[src/rtl/rtm_pkg.sv]
`timescale 1ns/1ps
package rtm_pkg;
    localparam int unsigned UOP_W = 4;

    typedef enum logic [UOP_W-1:0] {
        UOP_NOP  = 4'd0,
        UOP_MOV  = 4'd1,
        UOP_ADD  = 4'd2,
        UOP_CPL  = 4'd3,
        UOP_NEG  = 4'd4,
        UOP_RSUB = 4'd5,
        UOP_INC  = 4'd6,
        UOP_DEC  = 4'd7,
        UOP_OR   = 4'd8,
        UOP_AND  = 4'd9,
        UOP_XOR  = 4'd10,
        UOP_SHL  = 4'd11,
        UOP_SHR  = 4'd12
    } uop_e;
endpackage

[src/rtl/rtm_regcell.sv]
`timescale 1ns/1ps
module rtm_regcell #(
    parameter int unsigned W = 8
) (
    input  logic         clk,
    input  logic         rst,
    input  logic         ld,
    input  logic [W-1:0] d,
    output logic [W-1:0] q
);
    logic [W-1:0] nxt;

    // feedback multiplexer: hold on ld = 0, take d on ld = 1
    always_comb nxt = ld ? d : q;

    always_ff @(posedge clk) begin
        if (rst) q <= '0;
        else     q <= nxt;
    end
endmodule

[src/rtl/rtm_addsub.sv]
`timescale 1ns/1ps
module rtm_addsub #(
    parameter int unsigned W = 8
) (
    input  logic [W-1:0] a,
    input  logic [W-1:0] b,
    input  logic         sub,
    output logic [W-1:0] res,
    output logic         cout
);
    logic [W:0] sum;

    always_comb begin
        sum  = {1'b0, a} + {1'b0, b ^ {W{sub}}} + {{W{1'b0}}, sub};
        res  = sum[W-1:0];
        cout = sum[W];
    end
endmodule

[src/rtl/rtm_uop_unit.sv]
`timescale 1ns/1ps
module rtm_uop_unit
    import rtm_pkg::*;
#(
    parameter int unsigned W = 8
) (
    input  logic [UOP_W-1:0] op,
    input  logic [W-1:0]     a,
    input  logic [W-1:0]     b,
    output logic [W-1:0]     res,
    output logic             wr,
    output logic             arith,
    output logic             cout,
    output logic             shift,
    output logic             shift_bit
);
    localparam logic [W:0] ONE  = {{W{1'b0}}, 1'b1};
    localparam logic [W:0] ONES = {1'b0, {W{1'b1}}};

    logic [W:0] sum;

    always_comb begin
        sum       = '0;
        res       = '0;
        wr        = 1'b1;
        arith     = 1'b0;
        shift     = 1'b0;
        shift_bit = 1'b0;
        unique case (op)
            UOP_MOV:  res = a;
            UOP_CPL:  res = ~a;
            UOP_OR:   res = a | b;
            UOP_AND:  res = a & b;
            UOP_XOR:  res = a ^ b;
            UOP_ADD:  begin sum = {1'b0, a} + {1'b0, b};        arith = 1'b1; end
            UOP_NEG:  begin sum = {1'b0, ~a} + ONE;             arith = 1'b1; end
            UOP_RSUB: begin sum = {1'b0, b} + {1'b0, ~a} + ONE; arith = 1'b1; end
            UOP_INC:  begin sum = {1'b0, a} + ONE;              arith = 1'b1; end
            UOP_DEC:  begin sum = {1'b0, a} + ONES;             arith = 1'b1; end
            UOP_SHL:  begin res = {a[W-2:0], 1'b0}; shift = 1'b1; shift_bit = a[W-1]; end
            UOP_SHR:  begin res = {1'b0, a[W-1:1]}; shift = 1'b1; shift_bit = a[0];   end
            default:  wr = 1'b0;
        endcase
        if (arith) res = sum[W-1:0];
        cout = sum[W];
    end
endmodule

[src/rtl/rt_datapath.sv]
`timescale 1ns/1ps
module rt_datapath
    import rtm_pkg::*;
#(
    parameter int unsigned W    = 8,
    parameter int unsigned NREG = 4
) (
    input  logic                    clk,
    input  logic                    rst,
    input  logic [UOP_W-1:0]        uop,
    input  logic [$clog2(NREG)-1:0] dst,
    input  logic [$clog2(NREG)-1:0] src_a,
    input  logic [$clog2(NREG)-1:0] src_b,
    input  logic                    k1,
    input  logic                    k2,
    input  logic                    x_sub,
    output logic [NREG*W-1:0]       regs_o,
    output logic                    carry_o,
    output logic                    shout_o
);
    localparam int unsigned SW = $clog2(NREG);

    logic [W-1:0] rq [NREG];
    logic [W-1:0] u_res, as_res;
    logic         u_wr, u_arith, u_cout, u_shift, u_sbit, as_cout;
    logic         carry_q, shout_q;

    rtm_uop_unit #(.W(W)) u_uop (
        .op(uop), .a(rq[src_a]), .b(rq[src_b]),
        .res(u_res), .wr(u_wr), .arith(u_arith), .cout(u_cout),
        .shift(u_shift), .shift_bit(u_sbit)
    );

    rtm_addsub #(.W(W)) u_addsub (
        .a(rq[1]), .b(rq[2]), .sub(x_sub), .res(as_res), .cout(as_cout)
    );

    for (genvar g = 0; g < NREG; g++) begin : g_reg
        logic         ld;
        logic [W-1:0] d;
        logic         op_hit;

        assign op_hit = u_wr && (dst == SW'(g));

        if (g == 0) begin : g_r0
            // K1 beats K2, and both beat the opcode
            always_comb begin
                if (k1)          begin ld = 1'b1; d = rq[1]; end
                else if (k2)     begin ld = 1'b1; d = rq[2]; end
                else             begin ld = op_hit; d = u_res; end
            end
        end else if (g == 1) begin : g_r1
            always_comb begin
                if (k1)          begin ld = 1'b1; d = as_res; end
                else             begin ld = op_hit; d = u_res; end
            end
        end else begin : g_rn
            always_comb begin
                ld = op_hit;
                d  = u_res;
            end
        end

        rtm_regcell #(.W(W)) u_cell (
            .clk(clk), .rst(rst), .ld(ld), .d(d), .q(rq[g])
        );

        assign regs_o[g*W +: W] = rq[g];
    end

    always_ff @(posedge clk) begin
        if (rst) begin
            carry_q <= 1'b0;
            shout_q <= 1'b0;
        end else begin
            if (k1)           carry_q <= as_cout;
            else if (u_arith) carry_q <= u_cout;
            if (u_shift)      shout_q <= u_sbit;
        end
    end

    assign carry_o = carry_q;
    assign shout_o = shout_q;


    reset_clear_chk: assert property (@(posedge clk)
        rst |=> (regs_o == '0) && !carry_o && !shout_o);


    unused_hold_chk: assert property (@(posedge clk) disable iff (rst)
        (uop >= 4'd13 && !k1 && !k2) |=> $stable(regs_o) && $stable(carry_o) && $stable(shout_o));


    shout_hold_chk: assert property (@(posedge clk) disable iff (rst)
        (uop != UOP_SHL && uop != UOP_SHR) |=> $stable(shout_o));


    k1_add_chk: assert property (@(posedge clk) disable iff (rst)
        (k1 && !x_sub) |=> regs_o[2*W-1:W] == W'($past(regs_o[2*W-1:W]) + $past(regs_o[3*W-1:2*W])));


    k1_to_r0_chk: assert property (@(posedge clk) disable iff (rst)
        k1 |=> regs_o[W-1:0] == $past(regs_o[2*W-1:W]));


    k2_to_r0_chk: assert property (@(posedge clk) disable iff (rst)
        (!k1 && k2) |=> regs_o[W-1:0] == $past(regs_o[3*W-1:2*W]));
endmodule

[config.mk]
export PLATFORM = sky130hd
export DESIGN_NAME = rt_datapath
export DESIGN_NICKNAME = d
export VERILOG_FILES = /design/src/rtl/rtm_pkg.sv /design/src/rtl/rtm_regcell.sv /design/src/rtl/rtm_addsub.sv /design/src/rtl/rtm_uop_unit.sv /design/src/rtl/rt_datapath.sv
export SDC_FILE = /design/constraint.sdc
export NUM_CORES = 1
export LEC_CHECK = 0
export ABC_CLOCK_PERIOD_IN_PS = 4000
export BUFFER_PORTS_ARGS = -buffer_cell sky130_fd_sc_hd__buf_2
export CORE_ASPECT_RATIO = 0.9
export CORE_MARGIN = 5
export CORE_UTILIZATION = 50
export CTS_CLUSTER_DIAMETER = 80
export DETAILED_ROUTE_END_ITERATION = 12
export PLACE_DENSITY = 0.8
export SYNTH_ARGS = -nofsm -noshare
export SYNTH_HDL_FRONTEND = slang
export SYNTH_SLANG_ARGS = --single-unit
export TNS_END_PERCENT = 10
[constraint.sdc]
create_clock -name clk -period 4 [get_ports clk]
set_input_delay 0.2 -clock clk [delete_from_list [all_inputs] [get_ports clk]]
set_output_delay 0.2 -clock clk [all_outputs]
set_load 0.02 [all_outputs]
# --- Word level (Yosys, flattened, before mapping) ---
# Cells that the tools add are included.
word_totals:
  word_cells: 68
  out_inout_bits: 34
  inputBits: 15
  reg_bits: 34
op_classes:
  n_eq_ne: 15
  n_lt_le_gt_ge: 2
  reduce_logical: 9
  muxes: 21
  bitwise: 7
  n_addsub: 8
op_table:
  columns: ["operator", "n"]
  rows:
  - ["2-to-1 mux 8 bit", 8]
  - ["case mux 8 bit (7 select lines)", 1]
  - ["case mux 9 bit (5 select lines)", 1]
  - ["binary-select mux 8 bit (select 2 bit)", 2]
  - ["adder 8 x 8 -> 9 bit", 3]
  - ["equality test 4 bit (second input constant)", 5]
  - ["adder 8 x 1 -> 9 bit (second input constant)", 2]
  - ["equality test 4 x 3 -> 1 bit (second input constant)", 4]
  - ["bitwise XOR 8 bit", 2]
  - ["OR reduction 12 bit", 1]
  - ["adder 8 x 8 -> 9 bit (second input constant)", 1]
  - ["adder 9 x 1 -> 9 bit", 1]
  - ["adder 9 x 1 -> 9 bit (second input constant)", 1]
  - ["AND 8 bit", 1]
  - ["equality test 4 x 2 -> 1 bit (second input constant)", 2]
  - ["2-to-1 mux 1 bit", 8]
  - ["inverter 8 bit", 1]
  - ["OR 8 bit", 1]
  - ["greater-or-equal comparator 3 bit (second input constant)", 2]
  - ["inverter 2 -> 3 bit", 2]
  - ["OR reduction 5 bit", 1]
  - ["equality test 2 bit (second input constant)", 2]
  - ["equality test 4 x 1 -> 1 bit (second input constant)", 1]
  - ["logical AND 1 bit", 4]
  - ["5 further kinds", 5]

# --- Depth between registers and ports, before layout ---
logic_depth:
  ltp_word: 11
  ltp_mapped: 15
  mapped_depth_nobuf: 13

# --- By module ---
# A second synthesis with hierarchy kept.
hier_totals:
  hier_cells: 512
  area_unflattened_um2: 4354.2
by_module_without_submodules:
  columns: ["module", "instances", "cells_per_inst", "seq_area_each_um2", "area_per_inst_um2"]
  rows:
  - ["rtm_uop_unit", 1, 290, 0.0, 2030.7]
  - ["rtm_regcell", 4, 26, 160.2, 285.3]
  - ["rt_datapath", 1, 70, 40.0, 784.5]
  - ["rtm_addsub", 1, 48, 0.0, 397.9]

# --- Worst setup path after synthesis ---
# OpenSTA, ideal clock, no wires.
synth_path:
  kind: "input to register"
  startpoint: "input uop[1]"
  endpoint: "register g_reg[2].u_cell.q[6]"
  path_stages: 15
  setup_ns: 0.132
  slack_ns: 0.586
  required_ns: 3.868
  arrival_ns: 3.282
  n_path_buf: 3
  path_cell_list: "buf_1 > clkbuf_1 > clkbuf_8 > nand2_1 > nand2_1 > ha_1 > inv_1 > fa_1 > nor2b_1 > o31a_1 > nor2_1 > mux2_2 > or4b_1 > o311ai_0 > a21oi_1"
synth_between:
  elab_chain_cells: 4
  elab_cells_between_ends: 20
  cone_classes: "eq/ne: 12; mux: 5; reduce/logical: 3"
synth_lines:
  columns: ["item", "line_no", "text"]
  rows:
  - ["start, declared", "rt_datapath.sv:10", "input logic [UOP_W-1:0] uop,"]
  - ["equality test 4 x 1 -> 1 bit, or another cell as far along", "rtm_uop_unit.sv:29", "unique case (op)"]
  - ["OR reduction 12 bit (no source line) / OR reduction 5 bit (equally long branches)", null, null]
  - ["2-to-1 mux 1 bit", "rtm_uop_unit.sv:29", null]
  - ["logical AND 1 bit / 2-to-1 mux 8 bit (equally long branches)", "rt_datapath.sv:43, rtm_uop_unit.sv:44", null]
  - ["end signal, assigned", "rtm_regcell.sv:18", "else q <= nxt;"]
  - ["end, declared", "rtm_regcell.sv:9", "output logic [W-1:0] q"]
# Several ways; a longest one is shown, not always the timed one.
# A chain may end at the register's enable or synchronous reset.

# --- Final worst setup path ---
layout_path:
  startpoint: "register g_reg[1].u_cell.q[2]"
  endpoint: "register g_reg[0].u_cell.q[7]"
layout_between:
  elab_chain_cells: 10
  elab_cells_between_ends: 17
  cone_classes: "add/sub: 6; mux: 10; bitwise: 1"
layout_lines:
  columns: ["item", "line_no", "text"]
  rows:
  - ["start, declared", "rtm_regcell.sv:9", null]
  - ["start signal, assigned", "rtm_regcell.sv:18", null]
  - ["binary-select mux 8 bit (select 2 bit)", "rt_datapath.sv:29", ".op(uop), .a(rq[src_a]), .b(rq[src_b]),"]
  - ["2-to-1 mux 8 bit (not written as such) (2 in series)", "rt_datapath.sv:29", null]
  - ["inverter 8 bit", "rtm_uop_unit.sv:36, rtm_uop_unit.sv:37", null]
  - ["adder 8 x 8 -> 9 bit", "rtm_uop_unit.sv:37", "UOP_RSUB: begin sum = {1'b0, b} + {1'b0, ~a} + ONE; arith = 1'b1; end"]
  - ["adder 9 x 1 -> 9 bit", "rtm_uop_unit.sv:37", null]
  - ["case mux 9 bit (5 select lines) (*)", "rtm_uop_unit.sv:29", null]
  - ["2-to-1 mux 8 bit (*)", "rtm_uop_unit.sv:44", "if (arith) res = sum[W-1:0];"]
  - ["2-to-1 mux 8 bit (*)", "rt_datapath.sv:49", "else if (k2) begin ld = 1'b1; d = rq[2]; end"]
  - ["2-to-1 mux 8 bit (*)", "rt_datapath.sv:48", "if (k1) begin ld = 1'b1; d = rq[1]; end"]
  - ["end signal, assigned", "rtm_regcell.sv:18", null]
  - ["end, declared", "rtm_regcell.sv:9", null]
# Mark *: on every way between the ends. The rest lies on a longest branch, timed or not. The select of a mux whose other input is x is not followed.

==> implementation parameters <==
Parameter                              Value

Status
  Status ... finished, final reports clean

Critical path
  Beginning of the worst register-to-register path ... g_reg[1].u_cell.q[2]
  Worst EP required ... between 4 and 5 ns
  Endpoint kind of the worst setup timing path ... flip-flop
  Category of the most critical setup path ... reg2reg
  Cell count of the worst reg-to-reg path ... 8
  Worst R2R Setup Slack ... 0.43 ns
  Arrival time of data at the critical path endpoint ... about 3.8 ns
  Delay of the slowest cell on the worst path ... 0.74 ns
  Largest delay share family, worst path ... compound AO/OA/AOI/OAI gates
  Buffers plus inverters on the worst setup path ... 0
  Master of the slowest instance on the critical path ... sky130_fd_sc_hd__mux4_1
  Max FO, Critical Path ... 8
  Sort of element at the start of the critical path ... flip-flop
  R2r endpoint ... g_reg[0].u_cell.q[7]
  Critical path depth ... 8
  Critical path cell sequence ... mux4_1 -> ha_1 -> o21a_1 -> a2111oi_0 -> o2111ai_1 -> a41oi_2 -> nand2_1 -> a211oi_2

Timing
  Count of endpoints failing hold in the final timing report ... 0
  Final-report setup violation count ... 0
  Max frequency ... roughly 0.28 GHz
  Setup repair after global routing missed its margin ... false
  Worst max-slew margin expressed relative to the limit ... between 20% and 30%
  Tmin final ... 3.57 ns
  Worst Tran Pin Value ... roughly 1.2 ns
  Number of max-slew violations in the final report ... 0
  Post-Route Skew ... ~0.0075 ns
  Final total negative setup slack ... 0 ns
  Final period util ... 89.1%

Yosys
  Dominant cell by count in the synthesized netlist ... sky130_fd_sc_hd__nand2_1
  Count of state elements after synthesis ... 34
  Count of unique library cells instantiated by Yosys ... between 60 and 70
  Count of flip-flops with a built-in enable after synthesis ... 0
  Syn Std Cell Area ... around 4200 um^2
  Number of cells produced by synthesis ... between 500 and 600
  Syn_nets ... between 500 and 600
  Synth async-reset ratio ... 0%
  Proportion of synthesized chip area in sequential cells ... approximately 16%
  Avg Cell Area, Syn ... 8.14 um^2
  Yosys warning total ... 0
  Primary flip-flop cell chosen by synthesis mapping ... sky130_fd_sc_hd__dfxtp_1
  Top cell type's share of synthesized area ... 16.1%
  Largest area contributor in the synthesized netlist ... sky130_fd_sc_hd__dfxtp_1
  Commonest cells in the synthesized netlist ... sky130_fd_sc_hd__nand2_1 (48), sky130_fd_sc_hd__nor2_1 (46), sky130_fd_sc_hd__ha_1 (40)
  Ranking of synthesized cells by area ... sky130_fd_sc_hd__dfxtp_1 (16%), sky130_fd_sc_hd__ha_1 (12%), sky130_fd_sc_hd__mux4_2 (7.4%), sky130_fd_sc_hd__a21oi_1 (4.6%), sky130_fd_sc_hd__nand2_1 (4.3%)

Clock network
  Number of buffers added to fix hold violations after cts ... 0
  Number of buffers inserted by post-CTS setup repair ... 0
  Clock Tree Root ... sky130_fd_sc_hd__clkbuf_8
  CTS tree ... yes
  # clock sinks ... 34
  Max clock buf depth ... 2
  Clock edge transition at the registers on the reported setup and hold paths ... 0.08 ns
  Clock latency of the later-clocked register in the worst-skew pair ... 0.30 ns
  CTS resizes ... 0
  H-tree Lvls ... 2
  Inserted Clock Buffers ... 5

Power and ir drop
  PwrDens ... ~340 nW/um^2
  Max VDD drop ... 0.219 mV
  Leakage ... ~1.9 nW

Drt
  Number of vias per cell ... slightly below 7
  Remaining antenna violation count ... 0
  Routed wire per std cell ... around 21 um
  Detailed Route WL ... approximately 14 mm
  Post-route DRC violation count ... 0
  DRT iter0 DRCs ... just under 500
  Total via count after detailed routing ... between 4000 and 5000
  Length of the first detailed-routing pass in iterations ... 6

Layout
  Post-route cell area ... roughly 4500 um^2
  # nets final ... between 600 and 700
  Syn-to-layout area delta ... 6.80%
  Share of cells above drive strength 1 ... 16.2%
  Number of diodes ... 0

Placed design
  Post-DP Area ... around 4400 um^2
  Gp weighted congestion ... around 1
  Count of input and output buffers ... between 40 and 50
  Half-perimeter wire length after placement ... ~10 mm

GRT
  Vias in the first global route ... 4221
  GRT Residual Overflow ... 0
  Overall track demand over capacity in global routing ... about 26%
  Maximum number of pins on one net before global-route repair ... 39
  Wire length of the first global-routing pass ... 21.8 mm
  Initial antenna violation count ... 0

Job
  Number of max-cap violations ... 0

Floorplan
  Initial cell density of the core ... around 52%
  Die extent in y ... 97.3 um
  Die X-Extent ... approximately 110 um
  Total die area ... between 10000 and 15000 um^2
  Number of primary I/O pins ... 49
  Core region area ... about 8100 um^2
  Floorplan row count ... 31

Min path
  HP Class ... in2reg
  Beginning of the worst hold path ... dst[0]
  Worst hold path stage count ... 3
  Hold endpoint ... g_reg[2].u_cell.q[6]
state kept, by name (all words and copies together) (netlist names):
register	count
g.u_cell.q	32
carry_o	1
shout_o	1
worst max path at each step:
stage	from	endpoint	slack, ns
6_report	g_reg[1].u_cell.q[2]	g_reg[0].u_cell.q[7]	0.43
5_1_grt	g_reg[2].u_cell.q[0]	g_reg[2].u_cell.q[6]	0.24
4_1_cts	g_reg[2].u_cell.q[0]	g_reg[2].u_cell.q[6]	0.49
3_5_place_dp	uop[2]	g_reg[0].u_cell.q[6]	0.35
3_3_place_gp	src_a[0]	g_reg[0].u_cell.q[7]	0.48
2_1_floorplan	uop[1]	g_reg[2].u_cell.q[6]	0.59
tightest hold or removal path, stage by stage:
cell,delay (ns)
sky130_fd_sc_hd__buf_2,0.13
sky130_fd_sc_hd__o21ai_0,0.11
sky130_fd_sc_hd__a21oi_1,0.13
report_power, final:
part	switching (mW)	leakage [nW]	internal (mW)	total [mW]
clock network	0.136	0.0482	0.139	0.275
registers	0.0539	0.279	0.371	0.425
logic	0.510	1.62	0.338	0.848
total	0.699	1.95	0.848	1.55
stage by stage:
step | hold slack, ns | power, mW | utilization (%) | setup WS (ns) | std cells
floorplan | 0.358 | 1.05 | - | 0.586 | 520
global placement | 0.454 | 1.23 | 54.4 | 0.483 | 640
detailed placement | 0.489 | 1.25 | 54.4 | 0.345 | 640
CTS | 0.306 | 1.53 | 55.5 | 0.493 | 648
global route | 0.346 | 1.64 | 55.5 | 0.240 | 648
finish | 0.315 | 1.55 | 55.5 | 0.434 | 648
layer usage:
layer | routed length (um) | up-vias | track usage, %
met1 | 5630 | 2090 | 38.4
met2 | 5940 | 327 | 38.2
li1 | - | 1965 | -
met3 | 1770 | 26 | 5.98
met4 | 196 | 0 | 5.01
met5 | 0 | - | 0
kinds of logic (layout without fill, tap and decap cells):
| kind of cell | Yosys count | count (layout) | share of synthesized area [%] |
|---|---|---|---|
| flops | 34 | 34 | 16.1 |
| xor+xnor | 26 | 26 | 5.38 |
| compound gates | 154 | 154 | 24.4 |
| simple gates | 159 | 159 | 18.6 |
| fa+ha+maj | 43 | 43 | 13.2 |
| buf+inv | 69 | 98 | 8.27 |
| mux | 35 | 35 | 14.0 |
layout make-up:
cell class	instances	area, um^2
fill	742	3620
multi-input combinational	417	3210
sequential	34	681
timing repair buffer	53	278
inverter	37	139
tap	99	124
clock buffer	7	86.3
clock inverter	1	5.00
placed cells by master (no fill, tap or decap), types with 7 or more instances in the layout:
| cell type | count |
|---|---|
| sky130_fd_sc_hd__nand2_1 | 48 |
| sky130_fd_sc_hd__a31oi_1 | 9 |
| sky130_fd_sc_hd__xnor2_1 | 12 |
| sky130_fd_sc_hd__xor2_1 | 14 |
| sky130_fd_sc_hd__ha_1 | 40 |
| sky130_fd_sc_hd__buf_2 | 48 |
| sky130_fd_sc_hd__o21ai_0 | 28 |
| sky130_fd_sc_hd__nor3_1 | 8 |
| sky130_fd_sc_hd__nand3_1 | 7 |
| sky130_fd_sc_hd__nor2b_1 | 11 |
| sky130_fd_sc_hd__nor2_1 | 46 |
| sky130_fd_sc_hd__mux4_2 | 14 |
| sky130_fd_sc_hd__nand2b_1 | 7 |
| sky130_fd_sc_hd__inv_1 | 36 |
| sky130_fd_sc_hd__mux2i_1 | 14 |
| sky130_fd_sc_hd__dfxtp_1 | 34 |
| sky130_fd_sc_hd__a211oi_1 | 20 |
| sky130_fd_sc_hd__a21oi_1 | 39 |
Note: power is estimated with default switching activity, not from simulation.
